===== src/rtl/trb_pkg.sv =====
package trb_pkg;
    localparam int RES_W   = 12;
    localparam int WORD_W  = 16;
    localparam int ENTRY_W = RES_W + 1;

    typedef enum logic [1:0] {
        ST_EMPTY   = 2'd0,
        ST_PARTIAL = 2'd1,
        ST_FULL    = 2'd2
    } occ_state_t;

    typedef struct packed {
        logic             full;
        logic             empty;
        logic             rsvd;
        logic             tag;
        logic [RES_W-1:0] res;
    } rd_word_t;

    localparam rd_word_t IDLE_WORD = '{full: 1'b0, empty: 1'b1, rsvd: 1'b0,
                                       tag: 1'b0, res: '0};
endpackage


===== src/rtl/trb_ctrl.sv =====
module trb_ctrl
    import trb_pkg::*;
#(
    parameter int DEPTH = 64,
    localparam int PTR_W = $clog2(DEPTH),
    localparam int CNT_W = $clog2(DEPTH + 1)
) (
    input  logic             clk,
    input  logic             rst_n,
    input  logic             wr_en,
    input  logic             rd_en,
    output logic             do_push,
    output logic             do_pop,
    output logic [PTR_W-1:0] wr_ptr,
    output logic [PTR_W-1:0] rd_ptr,
    output logic             full_pre,
    output logic             empty_post,
    output logic [CNT_W-1:0] occ,
    output occ_state_t       state
);
    occ_state_t       state_nx;
    logic [CNT_W-1:0] occ_nx;

    function automatic logic [PTR_W-1:0] bump(input logic [PTR_W-1:0] p);
        return (p == PTR_W'(DEPTH - 1)) ? '0 : p + 1'b1;
    endfunction

    // next-state and output decode
    always_comb begin
        do_push    = wr_en && (state != ST_FULL);
        do_pop     = rd_en && (state != ST_EMPTY);
        occ_nx     = occ + CNT_W'(do_push) - CNT_W'(do_pop);
        full_pre   = (state == ST_FULL);
        empty_post = (occ_nx == '0);
        state_nx   = state;
        unique case (state)
            ST_EMPTY:   if (do_push) state_nx = ST_PARTIAL;
            ST_PARTIAL: begin
                if (occ_nx == '0)                 state_nx = ST_EMPTY;
                else if (occ_nx == CNT_W'(DEPTH)) state_nx = ST_FULL;
            end
            ST_FULL:    if (do_pop) state_nx = ST_PARTIAL;
            default:    state_nx = ST_EMPTY;
        endcase
    end

    // state register, occupancy and pointers
    always_ff @(posedge clk or negedge rst_n) begin
        if (!rst_n) begin
            state  <= ST_EMPTY;
            occ    <= '0;
            wr_ptr <= '0;
            rd_ptr <= '0;
        end else begin
            state <= state_nx;
            occ   <= occ_nx;
            if (do_push) wr_ptr <= bump(wr_ptr);
            if (do_pop)  rd_ptr <= bump(rd_ptr);
        end
    end
endmodule


===== src/rtl/trb_mem.sv =====
module trb_mem
    import trb_pkg::*;
#(
    parameter int DEPTH = 64,
    localparam int PTR_W = $clog2(DEPTH)
) (
    input  logic               clk,
    input  logic               we,
    input  logic [PTR_W-1:0]   waddr,
    input  logic [ENTRY_W-1:0] wdata,
    input  logic [PTR_W-1:0]   raddr,
    output logic [ENTRY_W-1:0] rdata
);
    logic [ENTRY_W-1:0] cells [DEPTH];

    always_ff @(posedge clk) begin
        if (we) cells[waddr] <= wdata;
    end

    assign rdata = cells[raddr];
endmodule


===== src/rtl/trb_outreg.sv =====
module trb_outreg
    import trb_pkg::*;
(
    input  logic               clk,
    input  logic               rst_n,
    input  logic               rd_en,
    input  logic               do_pop,
    input  logic               full_pre,
    input  logic               empty_post,
    input  logic [ENTRY_W-1:0] entry,
    output rd_word_t           word_q
);
    always_ff @(posedge clk or negedge rst_n) begin
        if (!rst_n) begin
            word_q <= IDLE_WORD;
        end else if (rd_en) begin
            if (do_pop) begin
                word_q.full  <= full_pre;
                word_q.empty <= empty_post;
                word_q.rsvd  <= 1'b0;
                word_q.tag   <= entry[RES_W];
                word_q.res   <= entry[RES_W-1:0];
            end else begin
                word_q <= IDLE_WORD;
            end
        end
    end
endmodule


===== src/rtl/tagged_result_buffer.sv =====
module tagged_result_buffer
    import trb_pkg::*;
#(
    parameter int DEPTH = 64,
    localparam int PTR_W = $clog2(DEPTH),
    localparam int CNT_W = $clog2(DEPTH + 1)
) (
    input  logic              clk,
    input  logic              rst_n,
    input  logic              wr_en,
    input  logic              wr_tag,
    input  logic [RES_W-1:0]  wr_data,
    input  logic              rd_en,
    output logic [WORD_W-1:0] rd_word
);
    logic               do_push, do_pop, full_pre, empty_post;
    logic [PTR_W-1:0]   wr_ptr, rd_ptr;
    logic [CNT_W-1:0]   occ;
    occ_state_t         state;
    logic [ENTRY_W-1:0] head;
    rd_word_t           word_q;

    trb_ctrl #(.DEPTH(DEPTH)) u_ctrl (
        .clk        (clk),
        .rst_n      (rst_n),
        .wr_en      (wr_en),
        .rd_en      (rd_en),
        .do_push    (do_push),
        .do_pop     (do_pop),
        .wr_ptr     (wr_ptr),
        .rd_ptr     (rd_ptr),
        .full_pre   (full_pre),
        .empty_post (empty_post),
        .occ        (occ),
        .state      (state)
    );

    trb_mem #(.DEPTH(DEPTH)) u_mem (
        .clk   (clk),
        .we    (do_push),
        .waddr (wr_ptr),
        .wdata ({wr_tag, wr_data}),
        .raddr (rd_ptr),
        .rdata (head)
    );

    trb_outreg u_out (
        .clk        (clk),
        .rst_n      (rst_n),
        .rd_en      (rd_en),
        .do_pop     (do_pop),
        .full_pre   (full_pre),
        .empty_post (empty_post),
        .entry      (head),
        .word_q     (word_q)
    );

    assign rd_word = word_q;
endmodule


===== config.mk =====
export PLATFORM = sky130hd
export DESIGN_NAME = tagged_result_buffer
export DESIGN_NICKNAME = d
export VERILOG_FILES = /design/src/rtl/trb_pkg.sv /design/src/rtl/trb_ctrl.sv /design/src/rtl/trb_mem.sv /design/src/rtl/trb_outreg.sv /design/src/rtl/tagged_result_buffer.sv
export SDC_FILE = /design/constraint.sdc
export NUM_CORES = 1
export LEC_CHECK = 0
export BUFFER_PORTS_ARGS = -buffer_cell sky130_fd_sc_hd__buf_2
export CORE_ASPECT_RATIO = 1.5
export CORE_MARGIN = 5
export CORE_UTILIZATION = 44
export CTS_CLUSTER_SIZE = 40
export DETAILED_ROUTE_END_ITERATION = 16
export HOLD_SLACK_MARGIN = 0.05
export SYNTH_ARGS = -nofsm -noshare
export SYNTH_HDL_FRONTEND = slang
export SYNTH_HIERARCHICAL = 1
export SYNTH_SLANG_ARGS = --single-unit

===== constraint.sdc =====
create_clock -name clk -period 2.9 [get_ports clk]
set_input_delay 0.435 -clock clk [delete_from_list [all_inputs] [get_ports clk]]
set_output_delay 0.435 -clock clk [all_outputs]
set_load 0.03 [all_outputs]

# After elaboration in Yosys (flattened, before gate mapping)
# Memory sizes are Yosys's and may differ from the RTL's.
# Index checks and enable logic that the tools add are counted.
totals:
  in_bits: 17
  register_bits: 37
  mem_bits_rw: 832
  wordCells: 39
  n_memories: 1
  out_inout_bits: 16
op_classes:
  n_mux: 10
  n_eq_ne: 9
  reduce_logical: 6
  add_sub_neg: 4
memory_table:
  columns: ["memory", "words", "width", "rd", "rd_ports_with_merged_regs", "wr", "line_no", "text"]
  rows:
  - ["u_mem.cells", 64, 13, 1, 0, 1, "trb_mem.sv:14", "logic [ENTRY_W-1:0] cells [DEPTH];"]
ops:
  columns: ["cell", "count"]
  rows:
  - ["two-way mux 16 bit", 1]
  - ["adder 6 x 1 -> 6 bit (second input constant)", 2]
  - ["== test 6 bit (second input constant)", 2]
  - ["two-way mux 6 bit", 2]
  - ["two-way mux 2 bit", 4]
  - ["adder 7 x 1 -> 7 bit", 1]
  - ["== test 7 bit (second input constant)", 1]
  - ["zero test 7 bit", 1]
  - ["subtractor 7 x 1 -> 7 bit", 1]
  - ["!= test 2 bit (second input constant)", 3]
  - ["case mux 2 bit (3 select lines)", 1]
  - ["!= test 3 x 1 -> 1 bit (second input constant)", 1]
  - ["AND reduction 3 bit", 1]
  - ["== test 2 x 1 -> 1 bit (second input constant)", 1]
  - ["== test 2 bit (second input constant)", 1]
  - ["logical AND 1 bit", 2]
  - ["zero test 2 bit", 1]
  - ["two-way mux 1 bit", 2]
  - ["nonzero test 2 bit", 1]

# Logic depth before layout (Yosys ltp)
depth:
  ltp_word: 8
  ltp_mapped: 15

# Modules after synthesis
# The synthesis kept the hierarchy.
by_module_without_submodules:
  columns: ["module", "seq_area_each_um2", "instances", "area_per_inst_um2", "cells_per_inst"]
  rows:
  - ["trb_mem", 24984.0, 1, 32084.5, 1389]
  - ["trb_ctrl", 525.5, 1, 1206.2, 125]
  - ["trb_outreg", 376.6, 1, 625.6, 66]

# Least setup slack after synthesis
# OpenSTA, ideal clock, no wires.
synth_timing:
  path_kind: "register to register"
  from: "register u_ctrl.state[1]"
  to: "register u_ctrl.state[1]"
  setup_slack_ps: -99
  synth_period_minus_slack_ps: 2999
  path_stages_with_launch: 13
  arrival_ps: 2904
  cell_sequence: "dfrtp_1 > o21ai_1 > inv_2 > ha_1 > inv_1 > ha_1 > inv_1 > fa_1 > nand2b_1 > a21oi_1 > xor2_1 > or4_4 > o32ai_2"
synth_via:
  elab_cells_between_ends: 17
  cone_classes: "add/sub (2); eq/ne (7); mux (2); reduce/logical (6)"
synth_rtl:
  columns: ["element", "line_no", "text"]
  rows:
  - ["from (decl)", "trb_ctrl.sv:19", "output occ_state_t state"]
  - ["from (signal assigned)", "trb_ctrl.sv:55", "state <= state_nx;"]
  - ["nonzero test 2 bit (*)", "trb_ctrl.sv:31", "do_pop = rd_en && (state != ST_EMPTY);"]
  - ["logical AND 1 bit (*)", "trb_ctrl.sv:31", null]
  - ["named net do_pop", "tagged_result_buffer.sv:16", "logic do_push, do_pop, full_pre, empty_post;"]
  - ["subtractor 7 x 1 -> 7 bit (*)", "trb_ctrl.sv:32", "occ_nx = occ + CNT_W'(do_push) - CNT_W'(do_pop);"]
  - ["named net u_ctrl.occ_nx[4]", "trb_ctrl.sv:22", "logic [CNT_W-1:0] occ_nx;"]
  - ["== test 7 bit / zero test 7 bit (equally long branches)", "trb_ctrl.sv:40, trb_ctrl.sv:39", null]
  - ["!= test 3 x 1 -> 1 bit (no source line) / two-way mux 2 bit (equally long branches)", null, null]
  - ["AND reduction 3 bit (no source line) / case mux 2 bit (3 select lines) (equally long branches)", null, null]
# The timed path passes the listed nets; every way through them passes the cells marked *.
# A chain may end at the register's enable or synchronous reset.

# Final worst setup path
layout_timing:
  from: "register u_ctrl.state[1]"
  to: "register, netlist name u_out/word_q[14]"
layout_via:
  elab_cells_between_ends: 8
  cone_classes: "add/sub (2); eq/ne (1); mux (1); reduce/logical (4)"
layout_rtl:
  columns: ["element", "line_no", "text"]
  rows:
  - ["nonzero test 2 bit", "trb_ctrl.sv:31", null]
  - ["logical AND 1 bit", "trb_ctrl.sv:31", null]
  - ["named net do_pop", "tagged_result_buffer.sv:16", null]
  - ["subtractor 7 x 1 -> 7 bit", "trb_ctrl.sv:32", null]
  - ["named net u_ctrl.occ_nx[1]", "trb_ctrl.sv:22", null]
  - ["zero test 7 bit", "trb_ctrl.sv:34", "empty_post = (occ_nx == '0);"]
  - ["named net empty_post", "tagged_result_buffer.sv:16", null]
  - ["two-way mux 16 bit", "trb_outreg.sv:17", "if (do_pop) begin"]
# The timed path passes the listed nets, and every way through them passes these cells.

==> impl_results.md <==
* Placement Setup Slack at -0.0168 ns
* Setup violators final at 1
* Sequential fraction of the synthesis area at 0.763
* Clk pin slew, worst setup/hold paths at 0.07 ns
* Synth area leader: edfxtp_1
* Min Tclk post-route at 2.92 ns
* Worst Setup Path Type: reg2reg
* Maximum vdd drop at 0.408 mV
* First-pass GRT wire length at 118000 um
* CP cell instances: o21ai_2, inv_2, ha_4, inv_2, ha_4, inv_2, fa_2, inv_2, or3_4, or4_4, nor2_2, inv_1, a31oi_1
* Worst Setup Slack, final at -0.0190 ns
* Dpl hpwl at 51100 um
* Avg Inst Size Synth at 21.5 um^2
* Fin crit share at 1.01
* Arr. time, crit path at 3.48 ns
* Worst path max stage delay at 0.53 ns
* Slew headroom at 0.315
* Die height at 350 um
* Die area at 82800 um^2
* Synth Warn # at 6
* TritonCTS Buffers at 78
* 1st-iter DRT viols at 1588
* Drt via density at 5.70
* Placed Cells at 2720
* Gate Count Post-Synth at 1580
* Share of layout cells above drive strength 1 at 0.313
* Top cell type's share of synthesized area at 0.737
* Depth of the CTS H-tree at 3
* R2R Setup Slk at -0.02 ns
* Flip-flop and latch count after synthesis at 868
* Final max-slew violation count at 0
* Clock Sinks at 868
* Initial antenna violation count at 5
* PnR Total Power at 36.2 mW
* Post-DR wirelength/cell at 27.7 um
* Worst Max-Slew Pin Slew at 1.03 ns
* Routed via count at 16315
* Detail Route Antenna Nets at 0
* Clock buffer depth at 3
* Kind of start point of the critical path: flip-flop
* IO buf count at 31
* Residual DRC count at 0
* Dpl cell area at 36500 um^2
* Area of the multi-input gates at 7490 um^2
* Area Overhead vs Synth at 15.3%
* Crit path max-delay family: simple AND/OR/NAND/NOR gates
* Worst-Skew Late Latency at 0.64 ns
* Async set-reset flop share out of synthesis at 0.0415
* Post-CTS Setup Repair Bufs at 0
* Starting Density at 0.444
* CP Capture Type: flip-flop
* Syn Nets at 1607
* Worst path required time at 3.46 ns
* Util after Layout at 0.512
* Row count at 124
* Cell mode on critical path: inv_2
* Ys flop type: edfxtp_1
* Vias in the first global route at 17140
* Final net count at 1820
* I/O Pins at 33
* Crit Path Max Fanout at 2
* Largest net degree at the start of global routing at 65
* Global Route Usage Sum at 0.192
* Post-synth cell types at 65
* Total wire length at 79400 um
* Max-cap violations at 0
* Hold_ws at 0.0952 ns
* Hold violation count in the final report at 0
* RD Place Congestion at 0.811
* Core Area at 76300 um^2
* Sequential cell area at 25900 um^2
* Max Clock Freq at 343 MHz
* CP bufs+invs at 5
* Final instance area at 39100 um^2
* Drt pass-1 iters at 5
* Ranking of synthesized cells by area: edfxtp_1, mux4_2, dfrtp_1
* Worst clock skew at 0.0341 ns
* Post-synth EDFFs at 832
* Status: finished, violations left
* Slowest stage cell, crit path: fa_2
* Fillers at 6029
* Post-synth design cell area at 33900 um^2
* Congestion Overflow GR at 0
* Final Instance Count excl. Fillers at 2864
* CTS tree: yes
* RSZ-0062 raised after global routing: true
* HP Class: in2reg
* Setup TNS at -0.0190 ns
* Lkg Pwr at 12.6 nW
* Clk root buf: clkbuf_16
* Die width at 237 um
* PwrDens at 924 nW/um^2
* Failing checks: setup timing
-- layer usage --
| layer | wire, um | global-route usage |
|---|---|---|
| met4 | 1960 | 0.0565 |
| met3 | 3390 | 0.0260 |
| met5 | 27 | 0 |
| met2 | 42300 | 0.341 |
| met1 | 31800 | 0.250 |
-- cells by family after synthesis --
kind of cell	Yosys count	share of synthesized area
and+or+nand+nor	186	0.0262
buffers and inverters	117	0.0180
xor gates and xnor gates	9	0.00232
AOI/OAI and AO/OA	123	0.0252
adders and majority gates	10	0.00391
muxes	266	0.161
DFF	868	0.763
other	1	0.000111
-- flip-flops by register name, summed over array words and instances, names as in the netlist --
name / flops
u_ctrl/state: 2
u_out/word_q: 15
u_ctrl/occ: 7
u_ctrl/wr_ptr: 6
u_ctrl/rd_ptr: 6
u_mem/cells: 832
-- area by class of cell --
class | instances | share of cell area
clock inverters | 44 | 0.0104
multi-input cells | 595 | 0.191
diodes | 2 | 0.000128
flip-flops and latches | 868 | 0.662
well taps | 1008 | 0.0322
clock buffers | 97 | 0.0539
repair buffers | 214 | 0.0465
inverters | 36 | 0.00345
-- power breakdown --
part	internal [mW]	switching, mW
clock network	5.80	4.43
registers	14.4	0.509
logic	5.16	5.87
total	25.3	10.8
-- Yosys cell counts, drive strengths merged, types with 2 or more instances --
library cell  instances
a2111oi               3
a211oi               13
a21oi                13
a221o                 2
a221oi                2
a22oi                10
a31oi                 3
and2                  3
and3                  5
buf                  55
clkbuf               26
dfrtp                35
edfxtp              832
ha                    9
inv                  35
mux2                  4
mux2i                39
mux4                223
nand2                25
nand2b                8
nand3                22
nand3b                4
nand4                 3
nor2                 81
nor2b                20
nor3                  3
nor3b                 3
o211ai                2
o21ai                36
o221ai               15
o22ai                 3
o2bb2ai               2
o31ai                 8
o32ai                 2
or3                   3
xnor2                 5
xor2                  4
-- tightest hold or removal path, stage by stage --
cell and delay (ns):
buf_2 0.11, a22oi_1 0.07, o21ai_1 0.07
-- timing repair --
item,4_1_cts,5_1_grt
resized for setup,0,11
hold buffers,1,0
endpoints found under the setup margin,0,4
endpoints found under the hold margin,35,0
-- final timing paths --
path | startpoint | end | cells after the start
max | u_ctrl/state[1] | u_out/word_q[14] | 13
min | wr_en | u_ctrl/state[0] | 3
min reg2reg | u_out/word_q[14] | u_out/word_q[14] | 2
max in group asynchronous | rst_n | u_ctrl/rd_ptr[0] | 2
max reg2reg | u_ctrl/state[1] | u_out/word_q[14] | 13
min in group asynchronous | rst_n | u_ctrl/occ[2] | 2
-- placed cells by master, fill, tap and decap left out, types with 20 or more instances in the layout --
cell type  synthesis  routed
buf_4             20     159
inv_1             33      30
edfxtp_1         832     832
dfrtp_1           35      31
clkbuf_16          0      81
buf_12             0      23
mux4_2           223     223
nand3_1           22      22
o21ai_0           24      24
mux2i_1           39      39
nor2b_1           20      20
buf_2             23      31
nor2_1            81      80
nand2_1           25      25
Note: power is estimated with default switching activity, not from simulation.
